[src/rtl/pcs_pkg.sv]
package pcs_pkg;

    typedef enum logic [1:0] {
        ST_RUN  = 2'd0,
        ST_HOLD = 2'd1,
        ST_SKIP = 2'd2
    } seq_state_e;

    typedef enum logic [2:0] {
        K_STEP = 3'd0,
        K_SKIP = 3'd1,
        K_RET  = 3'd2,
        K_RETI = 3'd3,
        K_TBL  = 3'd4,
        K_CALL = 3'd5
    } op_kind_e;

    localparam logic [12:0] OPC_RET  = 13'h0012;
    localparam logic [12:0] OPC_RETI = 13'h0013;
    localparam logic [12:0] OPC_TBL  = 13'h0020;

endpackage

[src/rtl/pcs_decode.sv]
module pcs_decode
    import pcs_pkg::*;
#(
    parameter int OP_W = 13
) (
    input  logic [OP_W-1:0] op_word,
    input  logic            skip_req,
    input  logic            call_req,
    output op_kind_e        kind,
    output logic [1:0]      cycles
);

    logic skip_class;

    // Skip-class words: upper two bits zero, and bits 10, 8 and 7 all set.
    assign skip_class = (op_word[12:11] == 2'b00) && op_word[10] && op_word[8] && op_word[7];

    always_comb begin
        if (call_req) begin
            kind = K_CALL;
        end else if (op_word == OP_W'(OPC_RET)) begin
            kind = K_RET;
        end else if (op_word == OP_W'(OPC_RETI)) begin
            kind = K_RETI;
        end else if (op_word == OP_W'(OPC_TBL)) begin
            kind = K_TBL;
        end else if (skip_class && skip_req) begin
            kind = K_SKIP;
        end else begin
            kind = K_STEP;
        end
    end

    always_comb begin
        unique case (kind)
            K_RET, K_RETI, K_TBL, K_SKIP: cycles = 2'd2;
            default:                      cycles = 2'd1;
        endcase
    end

endmodule

[src/rtl/pcs_stack.sv]
module pcs_stack #(
    parameter int W     = 11,
    parameter int DEPTH = 8
) (
    input  logic         clk,
    input  logic         rst_n,
    input  logic         push,
    input  logic         pop,
    input  logic [W-1:0] wdata,
    output logic [W-1:0] top
);

    localparam int SP_W = (DEPTH > 1) ? $clog2(DEPTH) : 1;

    logic [SP_W-1:0] sp_q;
    logic [SP_W-1:0] sp_dec;
    logic [W-1:0]    slot_q [DEPTH];

    assign sp_dec = sp_q - 1'b1;
    assign top    = slot_q[sp_dec];

    always_ff @(posedge clk or negedge rst_n) begin
        if (!rst_n) begin
            sp_q <= '0;
        end else if (push) begin
            sp_q <= sp_q + 1'b1;
        end else if (pop) begin
            sp_q <= sp_dec;
        end
    end

    for (genvar g = 0; g < DEPTH; g++) begin : g_slot
        always_ff @(posedge clk or negedge rst_n) begin
            if (!rst_n) begin
                slot_q[g] <= '0;
            end else if (push && (sp_q == SP_W'(g))) begin
                slot_q[g] <= wdata;
            end
        end
    end

endmodule

[src/rtl/pcs_nextpc.sv]
module pcs_nextpc
    import pcs_pkg::*;
#(
    parameter int PC_W  = 11,
    parameter int ACC_W = 8
) (
    input  op_kind_e         kind,
    input  logic [PC_W-1:0]  pc,
    input  logic [ACC_W-1:0] acc,
    input  logic [PC_W-1:0]  call_target,
    input  logic [PC_W-1:0]  stack_top,
    output logic [PC_W-1:0]  pc_next,
    output logic [PC_W-1:0]  ret_addr
);

    logic [PC_W-1:0] pc_inc;
    logic [PC_W-1:0] pc_tbl;

    assign pc_inc   = pc + 1'b1;
    assign ret_addr = pc_inc;

    if (PC_W > ACC_W) begin : g_tbl_split
        assign pc_tbl = {pc_inc[PC_W-1:ACC_W], pc_inc[ACC_W-1:0] + acc};
    end else begin : g_tbl_full
        assign pc_tbl = pc_inc + PC_W'(acc);
    end

    always_comb begin
        unique case (kind)
            K_SKIP:        pc_next = pc + PC_W'(2);
            K_RET, K_RETI: pc_next = stack_top;
            K_TBL:         pc_next = pc_tbl;
            K_CALL:        pc_next = call_target;
            default:       pc_next = pc_inc;
        endcase
    end

endmodule

[src/rtl/pc_sequencer.sv]
module pc_sequencer
    import pcs_pkg::*;
#(
    parameter int PC_W      = 11,
    parameter int ACC_W     = 8,
    parameter int OP_W      = 13,
    parameter int STK_DEPTH = 8
) (
    input  logic             clk,
    input  logic             rst_n,
    input  logic             issue,
    input  logic [OP_W-1:0]  op_word,
    input  logic [ACC_W-1:0] acc,
    input  logic             skip_req,
    input  logic             call_req,
    input  logic [PC_W-1:0]  call_target,
    output logic [PC_W-1:0]  pc,
    output logic [1:0]       op_cycles,
    output logic             busy,
    output logic             idle_slot,
    output logic             int_en
);

    seq_state_e      state_q, state_d;
    op_kind_e        kind;
    logic [1:0]      kind_cycles;
    logic            accept;
    logic            push, pop;
    logic [PC_W-1:0] pc_next, ret_addr, stack_top;

    assign accept = issue && (state_q == ST_RUN);
    assign push   = accept && (kind == K_CALL);
    assign pop    = accept && ((kind == K_RET) || (kind == K_RETI));

    pcs_decode #(.OP_W(OP_W)) u_decode (
        .op_word  (op_word),
        .skip_req (skip_req),
        .call_req (call_req),
        .kind     (kind),
        .cycles   (kind_cycles)
    );

    pcs_stack #(.W(PC_W), .DEPTH(STK_DEPTH)) u_stack (
        .clk   (clk),
        .rst_n (rst_n),
        .push  (push),
        .pop   (pop),
        .wdata (ret_addr),
        .top   (stack_top)
    );

    pcs_nextpc #(.PC_W(PC_W), .ACC_W(ACC_W)) u_nextpc (
        .kind        (kind),
        .pc          (pc),
        .acc         (acc),
        .call_target (call_target),
        .stack_top   (stack_top),
        .pc_next     (pc_next),
        .ret_addr    (ret_addr)
    );

    // Next-state logic.
    always_comb begin
        state_d = state_q;
        unique case (state_q)
            ST_RUN: begin
                if (accept) begin
                    unique case (kind)
                        K_RET, K_RETI, K_TBL: state_d = ST_HOLD;
                        K_SKIP:               state_d = ST_SKIP;
                        default:              state_d = ST_RUN;
                    endcase
                end
            end
            ST_HOLD: state_d = ST_RUN;
            ST_SKIP: state_d = ST_RUN;
            default: state_d = ST_RUN;
        endcase
    end

    // State register.
    always_ff @(posedge clk or negedge rst_n) begin
        if (!rst_n) begin
            state_q <= ST_RUN;
        end else begin
            state_q <= state_d;
        end
    end

    // Registered datapath: PC and interrupt enable.
    always_ff @(posedge clk or negedge rst_n) begin
        if (!rst_n) begin
            pc     <= '0;
            int_en <= 1'b0;
        end else if (accept) begin
            pc <= pc_next;
            if (kind == K_RETI) begin
                int_en <= 1'b1;
            end
        end
    end

    // Outputs.
    always_comb begin
        busy      = (state_q != ST_RUN);
        idle_slot = (state_q == ST_SKIP);
        op_cycles = accept ? kind_cycles : 2'd0;
    end

endmodule

[config.mk]
export PLATFORM = sky130hd
export DESIGN_NAME = pc_sequencer
export DESIGN_NICKNAME = d
export VERILOG_FILES = /design/src/rtl/pcs_pkg.sv /design/src/rtl/pcs_decode.sv /design/src/rtl/pcs_stack.sv /design/src/rtl/pcs_nextpc.sv /design/src/rtl/pc_sequencer.sv
export SDC_FILE = /design/constraint.sdc
export NUM_CORES = 1
export LEC_CHECK = 0
export BUFFER_PORTS_ARGS = -buffer_cell sky130_fd_sc_hd__buf_2
export CAP_MARGIN = 10
export CORE_ASPECT_RATIO = 1.1
export CORE_MARGIN = 2
export CORE_UTILIZATION = 35
export CTS_CLUSTER_SIZE = 20
export DETAILED_ROUTE_END_ITERATION = 12
export GPL_TIMING_DRIVEN = 0
export PLACE_DENSITY_LB_ADDON = 0.12
export SLEW_MARGIN = 10
export SYNTH_ARGS = -nofsm -noshare
export SYNTH_HDL_FRONTEND = slang
export SYNTH_SLANG_ARGS = --single-unit
[constraint.sdc]
create_clock -name clk -period 5.6 [get_ports clk]
set_clock_uncertainty 0.15 [all_clocks]
set_input_delay 0.84 -clock clk [delete_from_list [all_inputs] [get_ports clk]]
set_output_delay 0.84 -clock clk [all_outputs]
set_load 0.03 [all_outputs]
Yosys cells after proc, flatten, opt, wreduce, memory -nomap -nowiden
Cells that the tools add are included.
{"block": "op_classes", "n_reduce_logical": 25, "order_cmp": 1, "eq_ne": 17, "div_mod_pow": 0, "mul": 0, "shift": 0, "muxes": 16, "add_sub_neg": 5, "bitwise": 1}
{"op": "11-bit case mux with 4 select lines", "n": 1}
{"op": "11-bit binary-select mux with 3-bit select", "n": 1}
{"op": "13-bit by 5-bit equality test with 1-bit output, second input constant", "n": 2}
{"op": "11-bit 2-to-1 mux", "n": 2}
{"op": "3-bit equality test, second input constant", "n": 6}
{"op": "3-bit 2-to-1 mux", "n": 6}
{"op": "1-bit logical AND", "n": 15}
{"op": "13-bit by 6-bit equality test with 1-bit output, second input constant", "n": 1}
{"op": "3-bit by 2-bit equality test with 1-bit output, second input constant", "n": 4}
{"op": "11-bit by 1-bit adder with 11-bit output, second input constant", "n": 1}
{"op": "11-bit by 2-bit adder with 11-bit output, second input constant", "n": 1}
{"op": "8-bit adder", "n": 1}
{"op": "2-bit 2-to-1 mux", "n": 4}
{"op": "3-bit by 1-bit equality test with 1-bit output, second input constant", "n": 2}
{"op": "4-bit greater-or-equal comparator, second input constant", "n": 1}
{"op": "2-bit zero test", "n": 2}
{"op": "3-bit inverter with 4-bit output", "n": 1}
{"op": "2-bit case mux with 2 select lines", "n": 1}
{"op": "2-bit nonzero test", "n": 2}
{"op": "4-bit OR reduction", "n": 1}
{"op": "3-bit by 1-bit adder with 3-bit output, second input constant", "n": 1}
{"op": "3-bit zero test", "n": 1}
{"op": "3-bit OR reduction", "n": 1}
{"op": "3-bit by 1-bit subtractor with 3-bit output, second input constant", "n": 1}
{"op": "6 further kinds", "n": 6}
{"block": "totals", "word_cells": 77, "ramBits": 0, "latch_bits": 0, "mem_count": 0, "inputBits": 37, "ff_bits": 105, "romBits": 0, "out_inout_bits": 16}

Logic depth before layout (Yosys ltp)
Gate-level depths: netlist (run 1).
{"block": "logic_depth", "word_depth": 15, "depth_mapped": 12, "ltp_nobuf": 11}

Hierarchy
A second synthesis (run 1) with hierarchy kept.
{"block": "hier_totals", "hier_cells": 549, "area_unflattened_um2": 6212.2}
{"mod": "pcs_stack", "seq_area_each_um2": 2277.2, "n_inst": 1, "cells_per_inst": 331, "area_per_inst_um2": 4381.7}
{"mod": "pcs_nextpc", "seq_area_each_um2": 0.0, "n_inst": 1, "cells_per_inst": 162, "area_per_inst_um2": 1089.8}
{"mod": "pc_sequencer", "seq_area_each_um2": 350.3, "n_inst": 1, "cells_per_inst": 40, "area_per_inst_um2": 610.6}
{"mod": "pcs_decode", "seq_area_each_um2": 0.0, "n_inst": 1, "cells_per_inst": 16, "area_per_inst_um2": 130.1}

Worst setup path before layout (run 1)
No wires, ideal clock.
{"block": "synth_path", "path_type": "input port to output port", "startpoint": "input op_word[10]", "endpoint": "output op_cycles[1]", "slack_ps": 1826, "stages": 5, "arrival_time_ps": 2784, "required_time_ps": 4610, "path_buffers": 1, "path_cell_list": "or4_4 > or3_1 > clkbuf_2 > or3_4 > a31oi_1"}
{"block": "synth_between", "elab_chain_len": 13, "word_cells_on_any_way": 19, "classes_between": "7 x eq/ne; 7 x mux; 5 x reduce/logical"}
{"element": "start: declaration", "line": "pc_sequencer.sv:12", "text": "input logic [OP_W-1:0] op_word,"}
{"element": "1-bit logical AND (3 in a row)", "line": "pcs_decode.sv:16", "text": "assign skip_class = (op_word[12:11] == 2'b00) && op_word[10] && op_word[8] && op_word[7];"}
{"element": "1-bit logical AND", "line": "pcs_decode.sv:27", "text": "end else if (skip_class && skip_req) begin"}
{"element": "1-bit 2-to-1 mux", "line": "pcs_decode.sv:27"}
{"element": "3-bit 2-to-1 mux", "line": "pcs_decode.sv:25", "text": "end else if (op_word == OP_W'(OPC_TBL)) begin"}
{"element": "3-bit 2-to-1 mux", "line": "pcs_decode.sv:23", "text": "end else if (op_word == OP_W'(OPC_RETI)) begin"}
{"element": "3-bit 2-to-1 mux *", "line": "pcs_decode.sv:21", "text": "end else if (op_word == OP_W'(OPC_RET)) begin"}
{"element": "3-bit 2-to-1 mux *", "line": "pcs_decode.sv:19", "text": "if (call_req) begin"}
{"element": "3-bit by 2-bit equality test with 1-bit output (tied with other cells)", "line": "pcs_decode.sv:35", "text": "unique case (kind)"}
{"element": "4-bit OR reduction *", "line": "pcs_decode.sv:35"}
{"element": "2-bit 2-to-1 mux *", "line": "pcs_decode.sv:35"}
{"element": "2-bit 2-to-1 mux *", "line": "pc_sequencer.sv:107", "text": "op_cycles = accept ? kind_cycles : 2'd0;"}
{"element": "end: declaration", "line": "pc_sequencer.sv:18", "text": "output logic [1:0] op_cycles,"}
Mark *: on every way between the ends. The rest lies on a longest branch, timed or not.

Final worst setup path (run 1)
{"block": "layout_path", "startpoint": "register u_stack.sp_q[0]", "endpoint": "register pc[6]"}
{"block": "layout_between", "elab_chain_len": 6}
{"element": "start: declaration", "line": "pcs_stack.sv:15", "text": "logic [SP_W-1:0] sp_q;"}
{"element": "start signal: assignment", "line": "pcs_stack.sv:26", "text": "sp_q <= sp_q + 1'b1;"}
{"element": "start signal: assignment", "line": "pcs_stack.sv:28", "text": "sp_q <= sp_dec;"}
{"element": "3-bit by 1-bit subtractor with 3-bit output", "line": "pcs_stack.sv:19", "text": "assign sp_dec = sp_q - 1'b1;"}
{"element": "3-bit inverter with 4-bit output (not written as such)", "line": "pcs_stack.sv:20", "text": "assign top = slot_q[sp_dec];"}
{"element": "11-bit binary-select mux with 3-bit select", "line": "pcs_stack.sv:20"}
{"element": "11-bit 2-to-1 mux (not written as such) (2 in a row)", "line": "pcs_stack.sv:20"}
{"element": "11-bit case mux with 4 select lines", "line": "pcs_nextpc.sv:29", "text": "unique case (kind)"}
{"element": "end signal: assignment", "line": "pc_sequencer.sv:96", "text": "pc <= pc_next;"}
{"element": "end: declaration", "line": "pc_sequencer.sv:17", "text": "output logic [PC_W-1:0] pc,"}
Every way passes these cells. The select of a mux whose other input is x is not followed.
A chain may end at the register's enable or synchronous reset.

==> results of run 1 <==
==> cells by family after synthesis <==
logic type / share of synthesized area
flip-flops: 0.4598
AO/OA/AOI/OAI: 0.1658
buffers and inverters: 0.03941
adder cells (fa/ha/maj): 0.03854
multiplexers: 0.1180
AND/OR/NAND/NOR: 0.1515
XOR/XNOR: 0.02693
==> final cells by class <==
class,instances,area (um^2)
Inverter,19,71.32
Buffer,39,153.9
Clock inverter,5,37.54
Clock buffer,11,242.7
Timing Repair Buffer,53,294.0
Tap cell,204,255.2
Fill cell,1635,9642
Multi-Input combinational cell,414,2861
Sequential cell,105,2628
==> power by group <==
part           internal [mW]  switching, mW
sequential              1.08          0.179
combinational          0.650          0.815
clock                  0.317          0.299
total                   2.05           1.29
==> Yosys cell counts (all sizes together), types with 6 or more instances <==
cell,count
a21oi,31
buf,8
clkbuf,31
dfrtp,105
ha,16
inv,19
mux2,7
mux2i,10
mux4,22
nand2,79
nand3,13
nor2,39
nor3,12
o21ai,84
or3,13
xnor2,9
xor2,6
==> worst min path at each step <==
stage / start / end / cells past startpoint
floorplan: u_stack.slot_q[22] / u_stack.slot_q[22] / 2
global placement: int_en / int_en / 1
detailed placement: int_en / int_en / 1
finish: rst_n / pc[6] / 1
CTS: rst_n / pc[6] / 1
global route: rst_n / pc[6] / 1
==> stage by stage <==
stage               power [mW]    util  hold WS, ns  setup WS [ns]  instance area (um^2)
global placement         2.693  0.3849       0.3045         0.9017                  6230
finish                   3.341  0.4043       0.1615         0.9012                  6544
floorplan                2.277       -       0.2946          1.826                  5714
detailed placement       2.744  0.3870       0.3007         0.8499                  6264
global route             3.579  0.4043       0.1729         0.6560                  6544
CTS                      3.367  0.4043       0.1605         0.8315                  6544
==> cells in the final DEF, fill, tap and decap left out, drive strengths merged, types with 6 or more instances in the layout <==
cell type,count
dfrtp,105
nand3,13
nor2,39
or3,13
nand2,79
ha,16
mux4,22
nor3,12
xnor2,9
xor2,6
a21oi,31
inv,21
mux2i,10
o21ai,84
mux2,7
clkbuf,42
buf,61
==> metal layers <==
metal,global-route usage,routed length (um),up-vias
li1,-,-,2203
met1,0.2838,7883,2401
met2,0.3704,9253,162
met3,0.02786,843,39
met4,0.09543,675,0
met5,0,0,-
==> flip-flops by register name, indices dropped and copies added (netlist names) <==
signal	count
int_en	1
u_stack.sp_q	3
state_q	2
u_stack.slot_q	88
pc	11
==> worst reg2reg max path: cells and delay by family, from the launching register on <==
kind / cells / cell delay [ns]
buf+inv: 6 / 2.20
flops: 1 / 0.44
mux: 2 / 0.70
compound gates: 2 / 0.64
simple gates: 1 / 0.09
fa+ha+maj: 1 / 0.34
==> summary.md, run 1 <==
| Metric | Value |
|---|---|
| Non-Filler Instances | 850 |
| Most used cell, CP | buf_2 |
| Clk buf depth | 2 |
| RSZ-0062 raised after global routing | false |
| Worst-margin pin slew | 1.125 ns |
| WL/cell | 21.95 um |
| Largest net degree at the start of global routing | 90 |
| Top Ports | 53 |
| Leakage power | 2.838 nW |
| Hold Vio Cnt, Final | 0 |
| FF+latch count, synth | 105 |
| Area Overhead vs Synth | 14.52% |
| Post-Syn Area | 5714 um^2 |
| Post-CTS Hold Buffers | 0 |
| Setup TNS | 0 ns |
| Post-DRT Antenna Nets | 0 |
| Initial Util | 0.3530 |
| Initial antenna violation count | 0 |
| Drt via density | 5.653 |
| Ys flop type | dfrtp_1 |
| R2R Path Start | u_stack.sp_q[0] |
| Number of global-route vias before repair | 4819 |
| Largest cells by area after synthesis | dfrtp_1 46%, mux4_2 8.7%, o21ai_0 7.3%, nand2_1 5.2%, ha_1 3.5% |
| Cts bufs inserted | 9 |
| Total track usage | 0.2193 |
| Share of the yosys chip area belonging to registers | 0.4598 |
| Max transition margin | 0.2443 |
| Clk sinks | 105 |
| Max Clock Freq | 212.8 MHz |
| Worst-path cell chain | buf_2 -> buf_2 -> buf_2 -> inv_1 -> ha_1 -> buf_1 -> clkbuf_1 -> mux4_2 -> mux2i_1 -> nor3_1 -> a2111oi_0 -> a21oi_1 |
| Setup-failing EPs final | 0 |
| First-pass GRT wire length | 28820 um |
| Die width | 125.8 um |
| Critical path capture point | pc[6] |
| R2R Setup Slk | 0.90 ns |
| Pins Over Slew Limit | 0 |
| Synth async-reset ratio | 1.000 |
| Setup CP Type | flip-flop to flip-flop |
| CTS tree | yes |
| Outcome | finished, final reports clean |
| Via count | 4805 |
| GRT overflow | 0 |
| Setup Buffers After CTS | 0 |
| Worst Path Buf+Inv | 6 |
| Crit path largest cell delay | 0.62 ns |
| DRC viols | 0 |
| Avg Cell Area, Syn | 9.903 um^2 |
| CTS root buf | clkbuf_16 |
| CP endpoint kind | flip-flop |
| # placed instances | 834 |
| Core area | 16190 um^2 |
| Post-synth top area cell | dfrtp_1 |
| Synth top area share | 0.4598 |
| Required time of the critical path | 5.66 ns |
| Crit path launch type | flip-flop |
| Final Critical Period | 4.699 ns |
| H-Tree Depth | 3 |
| Router iterations before antenna repair | 5 |
| Hold crit path type | input port to async pin |
| Crit-path max FO | 10 |
| Port bufs | 52 |
| CP Depth | 12 |
| Synth warn | 0 |
| Die area | 17370 um^2 |
| Layout cells sized above 1 | 0.1858 |
| Antenna Cells | 0 |
| 1st-iter DRT viols | 451 |
| Clk_lat worst skew | 0.36 ns |
| Post-synth cell types | 64 |
| Maximum vdd drop | 196.0 uV |
| GP Congestion | 0.9649 |
| EDFF count, synth | 0 |
| CP startpoint | u_stack.sp_q[0] |
| R2r endpoint | pc[6] |
| Clock-pin slew on the worst setup and hold paths | 0.07 ns |
| Rows | 49 |
| Maxcap violations | 0 |
| Total power density per cell area | 510.5 nW/um^2 |
| Register-to-Register Path Depth | 12 |
| Slowest cell on crit path | clkbuf_1 |
| Tcrit/Tclk final | 0.8391 |
| Post-Synthesis Cells | 577 |
| Final wirelength | 18660 um |
| CP top delay family | buffers and inverters |
| Syn_nets | 631 |
| CP arrival | 4.76 ns |
| Post-cts gate resize count | 0 |
| Hpwl dp | 12920 um |
| Die height | 138.0 um |
| NumNets Final | 695 |
Note: power is estimated with default switching activity, not from simulation.
==> run 2: changes to the inputs <==
Settings changed: ABC_AREA set to 1.
Clock period 5.6 ns to 4.4 ns, I/O delays scaled along.
==> summary.md, run 2 <==
| Metric | Value |
|---|---|
| Outcome | finished, final reports clean |
| Post-cts gate resize count | 0 (unchanged) |
| Max transition margin | 0.4235 (+0.1792) |
| Post-DRT Antenna Nets | 0 (unchanged) |
| Number of global-route vias before repair | 5201 (+7.9%) |
| Clk pwr share | 0.176 (-0.008) |
| Initial antenna violation count | 0 (unchanged) |
| Top Ports | 53 (unchanged) |
| Via count | 5551 (+16%) |
| Avg Cell Area, Syn | 7.394 um^2 (-25%) |
| Worst-margin pin slew | 0.8590 ns (-0.2665 ns) |
| Syn_nets | 905 (+43%) |
| Tcrit/Tclk final | 0.7260 (-0.1131) |
| CP startpoint | pc[1] |
| First-pass GRT wire length | 29460 um (+2.2%) |
| Top cells by count, synth | 301 x nand2_1, 105 x dfrtp_1, 88 x nand3_1 |
| Area Overhead vs Synth | 13.90% |
| WL/cell | 16.05 um (-27%) |
| Setup-failing EPs final | 0 (unchanged) |
| Pins Over Slew Limit | 0 (unchanged) |
| Crit path launch type | flip-flop |
| Ys flop type | dfrtp_1 |
| Required time of the critical path | 4.50 ns (-1.16 ns) |
| Post-Syn Area | 6292 um^2 (+10%) |
| Top reg by flops | u_stack.slot_q |
| Port bufs | 51 (-1.9%) |
| GRT overflow | 0 (unchanged) |
| Rows | 51 (+4.1%) |
| R2R Setup Slk | 1.21 ns (+0.30 ns) |
| Hold crit path type | input port to async pin |
| Most frequent cells in the layout | 301 x nand2_1, 105 x dfrtp_1, 88 x nand3_1 |
| Hpwl dp | 13630 um (+5.5%) |
| Initial Util | 0.3560 (+0.002939) |
| EDFF count, synth | 0 (unchanged) |
| Clock-pin slew on the worst setup and hold paths | 0.08 ns (about the same) |
| Clk_lat worst skew | 0.36 ns (about the same) |
| Maximum vdd drop | 335.8 uV (+71%) |
| Critical path capture point | pc[7] |
| R2r endpoint | pc[7] |
| Synth top area share | 0.4176 (-0.04224) |
| Total track usage | 0.2017 (-0.01762) |
| Cts bufs inserted | 9 (unchanged) |
| Filler cell count | 1930 (+18%) |
| Share of the yosys chip area belonging to registers | 0.4176 (-0.04224) |
| GP Congestion | 0.8481 (-12%) |
| Final wirelength | 18570 um (-0.46%) |
| Max Clock Freq | 313.1 MHz (+47%) |
| Count leader, synth | nand2_1 |
| 1st-iter DRT viols | 323 (-28%) |
| Post-synth cell types | 43 (-33%) |
| Commonest non-fill, non-tap cell in the layout | nand2_1 |
| Leakage power | 3.633 nW (+28%) |
| RSZ-0062 raised after global routing | false |
| Register-to-Register Path Depth | 15 (+3) |
| H-Tree Depth | 3 (unchanged) |
| R2R Path Start | pc[1] |
| Psw | 2.131 mW (+65%) |
| Hold Vio Cnt, Final | 0 (unchanged) |
| Switching Fraction | 0.4580 (+0.07104) |
| Top flop regs | u_stack.slot_q: 88 flops, pc: 11 flops, u_stack.sp_q: 3 flops |
| CTS root buf | clkbuf_16 |
| Max reg flops | 88 (unchanged) |
| Largest net degree at the start of global routing | 56 (-38%) |
| CP arrival | 3.29 ns (-1.47 ns) |
| Synth warn | 0 (unchanged) |
| Post-synth top area cell | dfrtp_1 |
| DRC viols | 0 (unchanged) |
| Clk buf depth | 2 (unchanged) |
| Synth async-reset ratio | 1.000 (unchanged) |
| Die height | 144.6 um (+4.8%) |
| Total power density per cell area | 649.1 nW/um^2 (+27%) |
| Post-CTS Hold Buffers | 0 (unchanged) |
| FF+latch count, synth | 105 (unchanged) |
| Die width | 131.8 um (+4.8%) |
| CP endpoint kind | flip-flop |
| Crit-path max FO | 10 (unchanged) |
| Setup CP Type | flip-flop to flip-flop |
| Core area | 17680 um^2 (+9.2%) |
| Die area | 19070 um^2 (+9.8%) |
| Final total power | 4.652 mW (+39%) |
| Clk sinks | 105 (unchanged) |
| NumNets Final | 968 (+39%) |
| Seq pwr share | 0.339 (-0.038) |
| Layout cells sized above 1 | 0.1632 (-0.02254) |
| Antenna Cells | 0 (unchanged) |
| Setup Buffers After CTS | 0 (unchanged) |
| Maxcap violations | 0 (unchanged) |
| Largest cells by area after synthesis | dfrtp_1 42%, nand2_1 18%, nand3_1 7.0%, inv_1 4.2%, o21ai_1 3.7% |
| Comb power frac | 0.485 (+0.046) |
| Setup TNS | 0 ns (unchanged) |
| Router iterations before antenna repair | 5 (unchanged) |
| Internal | 2.521 mW (+23%) |
| CTS tree | yes |
| Post-Synthesis Cells | 851 (+47%) |
| Final Critical Period | 3.194 ns (-1.505 ns) |
| Drt via density | 4.798 (-15%) |
-- run 2: changes by cell type after synthesis, sizes merged, moves of 20 or more --
cell / before / now
inv: 19 / 83
nand2: 79 / 305
nand3: 13 / 89
clkbuf: 31 / 7
buf: 8 / 28
mux4: 22 / 0
-- run 2: layer usage --
metal / track usage / part of all wire / vias up
met1: 0.2843 / 0.49 / 2625
li1: - / - / 2849
met4: 0.04977 / 0.010 / 0
met3: 0.02419 / 0.022 / 10
met5: 0 / 0 / -
met2: 0.3323 / 0.48 / 67
-- run 2: cell type report --
| class | count | area [um^2] | share of cell area |
|---|---|---|---|
| multi-input combinational | 627 | 3131 | 0.4368 |
| sequential | 105 | 2628 | 0.3666 |
| inverter | 84 | 317.8 | 0.04434 |
| tap | 238 | 297.8 | 0.04155 |
| timing repair buffer | 52 | 289.0 | 0.04033 |
| clock buffer | 10 | 239.0 | 0.03334 |
| buffer | 35 | 216.5 | 0.03020 |
| clock inverter | 6 | 48.80 | 0.006809 |
-- run 2: how the worst min path moves through the flow --
stage | startpoint | end | slack (ns) | depth (start not counted)
after detailed placement | int_en | int_en | 0.31 | 1
after CTS | rst_n | u_stack.slot_q[56] | 0.11 | 1
after floorplan | rst_n | int_en | 0.21 | 0
final | rst_n | u_stack.slot_q[56] | 0.08 | 1
after global placement | int_en | int_en | 0.31 | 1
after global routing | rst_n | u_stack.slot_q[56] | 0.12 | 1
-- run 2: worst max-delay path: stages (launching register included) --
cell	delay [ns]
dfrtp_1	0.48
ha_1	0.23
nand2_1	0.08
o21ai_1	0.70
inv_1	0.14
ha_1	0.37
nand2_1	0.08
nand2_1	0.06
nand2_1	0.06
nand2_1	0.05
a21oi_1	0.29
nand3_1	0.11
nand3_1	0.11
nand3_1	0.07
nand2_1	0.07
nand2_1	0.05
-- run 2: power groups by stage --
stage / combinational [mW] / sequential, mW / clock, mW
finish: 2.26 / 1.58 / 0.816
global route: 2.58 / 1.63 / 0.873
CTS: 2.29 / 1.58 / 0.830
detailed placement: 2.28 / 1.60 / 0
global placement: 2.26 / 1.59 / 0
floorplan: 1.58 / 1.57 / 0
-- run 2: logic make-up (layout without fill, tap and decap cells) --
group / after synthesis / in the layout / synth area share
fa+ha+maj: 17 / 17 / 0.03500
xor+xnor: 15 / 15 / 0.02565
flops: 105 / 105 / 0.4176
simple gates: 466 / 466 / 0.3253
compound gates: 129 / 129 / 0.1116
buf+inv: 119 / 187 / 0.08491
-- run 2: stage by stage --
stage / instance area (um^2) / utilization / cells / setup slack (ns) / hold WS [ns]
finish: 7167 / 0.4055 / 1157 / 1.206 / 0.08323
global route: 7167 / 0.4055 / 1157 / 0.9061 / 0.1209
CTS: 7167 / 0.4055 / 1157 / 1.193 / 0.1141
detailed placement: 6879 / 0.3892 / 1141 / 1.223 / 0.3084
global placement: 6845 / 0.3873 / 1140 / 1.156 / 0.3093
floorplan: 6292 / - / 851 / 1.681 / 0.2144
==> run 3: changes to the inputs <==
Clock period 4.4 ns to 3.24 ns, I/O delays scaled along.
==> summary.md, run 3 (same netlist as run 2, synthesis figures left out) <==
| Metric | Value |
|---|---|
| R2R Setup Slk | 0.33 ns (-0.88 ns) |
| Crit path launch type | flip-flop |
| First-pass GRT wire length | 29480 um (about the same) |
| Initial antenna violation count | 0 (unchanged) |
| Register-to-Register Path Depth | 13 (-2) |
| Number of global-route vias before repair | 5203 (+0.038%) |
| 1st-iter DRT viols | 305 (-5.6%) |
| RSZ-0062 raised after global routing | false |
| Setup TNS | 0 ns (unchanged) |
| Worst-margin pin slew | 0.6530 ns (-0.2060 ns) |
| Pins Over Slew Limit | 0 (unchanged) |
| Tcrit/Tclk final | 0.8981 (+0.1721) |
| Clk sinks | 105 (unchanged) |
| Worst-path cell chain | inv_2 -> buf_2 -> ha_1 -> buf_1 -> nand3_1 -> nand3_1 -> nand2_1 -> nand3_1 -> nand2_1 -> inv_1 -> nand3_1 -> nand2_1 -> nand2_1 |
| Clk buf depth | 2 (unchanged) |
| Leakage power | 3.643 nW (+0.26%) |
| Max Clock Freq | 343.7 MHz (+9.8%) |
| Hold Vio Cnt, Final | 0 (unchanged) |
| R2r endpoint | pc[7] |
| H-Tree Depth | 3 (unchanged) |
| Rows | 51 (unchanged) |
| Most frequent cells in the layout | 300 x nand2_1, 105 x dfrtp_1, 88 x nand3_1 |
| Hold crit path type | input port to flip-flop |
| Crit path largest cell delay | 0.53 ns (-0.17 ns) |
| Outcome | finished, final reports clean |
| Router iterations before antenna repair | 5 (unchanged) |
| Area Overhead vs Synth | 14.50% |
| Die height | 144.6 um (unchanged) |
| Final total power | 6.335 mW (+36%) |
| Filler cell count | 1927 (-0.16%) |
| WL/cell | 16.08 um (+0.21%) |
| Port bufs | 51 (unchanged) |
| Largest net degree at the start of global routing | 56 (unchanged) |
| Die area | 19070 um^2 (unchanged) |
| Final worst setup slack | 0.3303 ns (-0.8755 ns) |
| Final Critical Period | 2.910 ns (-0.2845 ns) |
| Clock-pin slew on the worst setup and hold paths | 0.08 ns (about the same) |
| DRC viols | 0 (unchanged) |
| Drt via density | 4.791 (-0.14%) |
| Initial Util | 0.3560 (unchanged) |
| Max transition margin | 0.5646 (+0.1411) |
| Critical path capture point | pc[7] |
| Setup CP Type | flip-flop to flip-flop |
| Clk_lat worst skew | 0.37 ns (about the same) |
| Total track usage | 0.2018 (about the same) |
| Crit-path max FO | 12 (+2) |
| CTS tree | yes |
| Slowest cell on crit path | buf_1 |
| Top Ports | 53 (unchanged) |
| Antenna Cells | 0 (unchanged) |
| Total power density per cell area | 879.4 nW/um^2 (+35%) |
| Max reg flops | 88 (unchanged) |
| Required time of the critical path | 3.34 ns (-1.16 ns) |
| Top flop regs | u_stack.slot_q: 88 flops, pc: 11 flops, u_stack.sp_q: 3 flops |
| CTS root buf | clkbuf_16 |
| Layout cells sized above 1 | 0.1683 (+0.005074) |
| Commonest non-fill, non-tap cell in the layout | nand2_1 |
| NumNets Final | 970 (+0.21%) |
| Maxcap violations | 0 (unchanged) |
| Final wirelength | 18640 um (+0.38%) |
| Hpwl dp | 13630 um (unchanged) |
| Cts bufs inserted | 9 (unchanged) |
| Die width | 131.8 um (unchanged) |
| Maximum vdd drop | 457.0 uV (+36%) |
| Post-DRT Antenna Nets | 0 (unchanged) |
| GRT overflow | 0 (unchanged) |
| Top reg by flops | u_stack.slot_q |
| CP endpoint kind | flip-flop |
| R2R Path Start | u_stack.sp_q[0] |
| Via count | 5553 (+0.036%) |
| Core area | 17680 um^2 (unchanged) |
| GP Congestion | 0.8481 (unchanged) |
| Setup-failing EPs final | 0 (unchanged) |
| Post-Place Worst Slack | 0.06323 ns (-1.160 ns) |
| CP startpoint | u_stack.sp_q[0] |
| CP arrival | 3.01 ns (-0.28 ns) |
## run 3: how the worst min path moves through the flow
| stage | end | startpoint | slack (ns) | depth (start not counted) |
|---|---|---|---|---|
| final | state_q[0] | call_req | 0.25 | 2 |
| after floorplan | int_en | rst_n | 0.04 | 0 |
| after CTS | state_q[0] | call_req | 0.23 | 2 |
| after global placement | int_en | int_en | 0.31 | 1 |
| after detailed placement | int_en | int_en | 0.31 | 1 |
| after global routing | state_q[0] | call_req | 0.25 | 2 |
## run 3: layer usage
metal	up-vias	GRT usage	routed length, um
met3	12	0.02419	411
met4	0	0.04977	201
met5	-	0	0
met2	59	0.3323	8883
met1	2630	0.2845	9146
li1	2852	-	-
## run 3: area by class of cell
| cell class | count | area (um^2) | share of cell area |
|---|---|---|---|
| buffer | 35 | 216.5 | 0.03005 |
| clock buffer | 10 | 239.0 | 0.03317 |
| clock inverter | 6 | 48.80 | 0.006773 |
| inverter | 84 | 317.8 | 0.04411 |
| multi-input combinational | 627 | 3151 | 0.4373 |
| sequential | 105 | 2628 | 0.3647 |
| tap | 238 | 297.8 | 0.04133 |
| timing repair buffer | 54 | 306.5 | 0.04255 |
## run 3: what timing repair did
item | 4_1_cts | 5_1_grt
gates resized for setup | 0 | 5
hold buffers | 1 | 0
endpoints found under the hold margin | 50 | 0
setup buffers | 0 | 1
endpoints found under the setup margin | 0 | 2
## run 3: per-stage QoR
| stage | instance area [um^2] | instances | util | hold slack, ns |
|---|---|---|---|---|
| floorplan | 6292 | 851 | - | 0.04041 |
| finish | 7204 | 1159 | 0.4076 | 0.2460 |
| global placement | 6845 | 1140 | 0.3873 | 0.3093 |
| global route | 7204 | 1159 | 0.4076 | 0.2508 |
| detailed placement | 6879 | 1141 | 0.3892 | 0.3084 |
| CTS | 7177 | 1158 | 0.4060 | 0.2344 |
## run 3: worst max-delay path: cells and delay by family, from the launching register on
family,cells,cell delay (ns)
fa+ha+maj,1,0.42
buf+inv,4,0.93
flops,1,0.43
simple gates,8,0.86
## run 3: power breakdown
part           leakage [nW]  total, mW  switching [mW]  internal, mW
Sequential             1.32       2.14           0.298          1.85
Clock                 0.143       1.11           0.552         0.555
Combinational          2.18       3.08            2.05          1.03
Total                  3.64       6.34            2.90          3.43
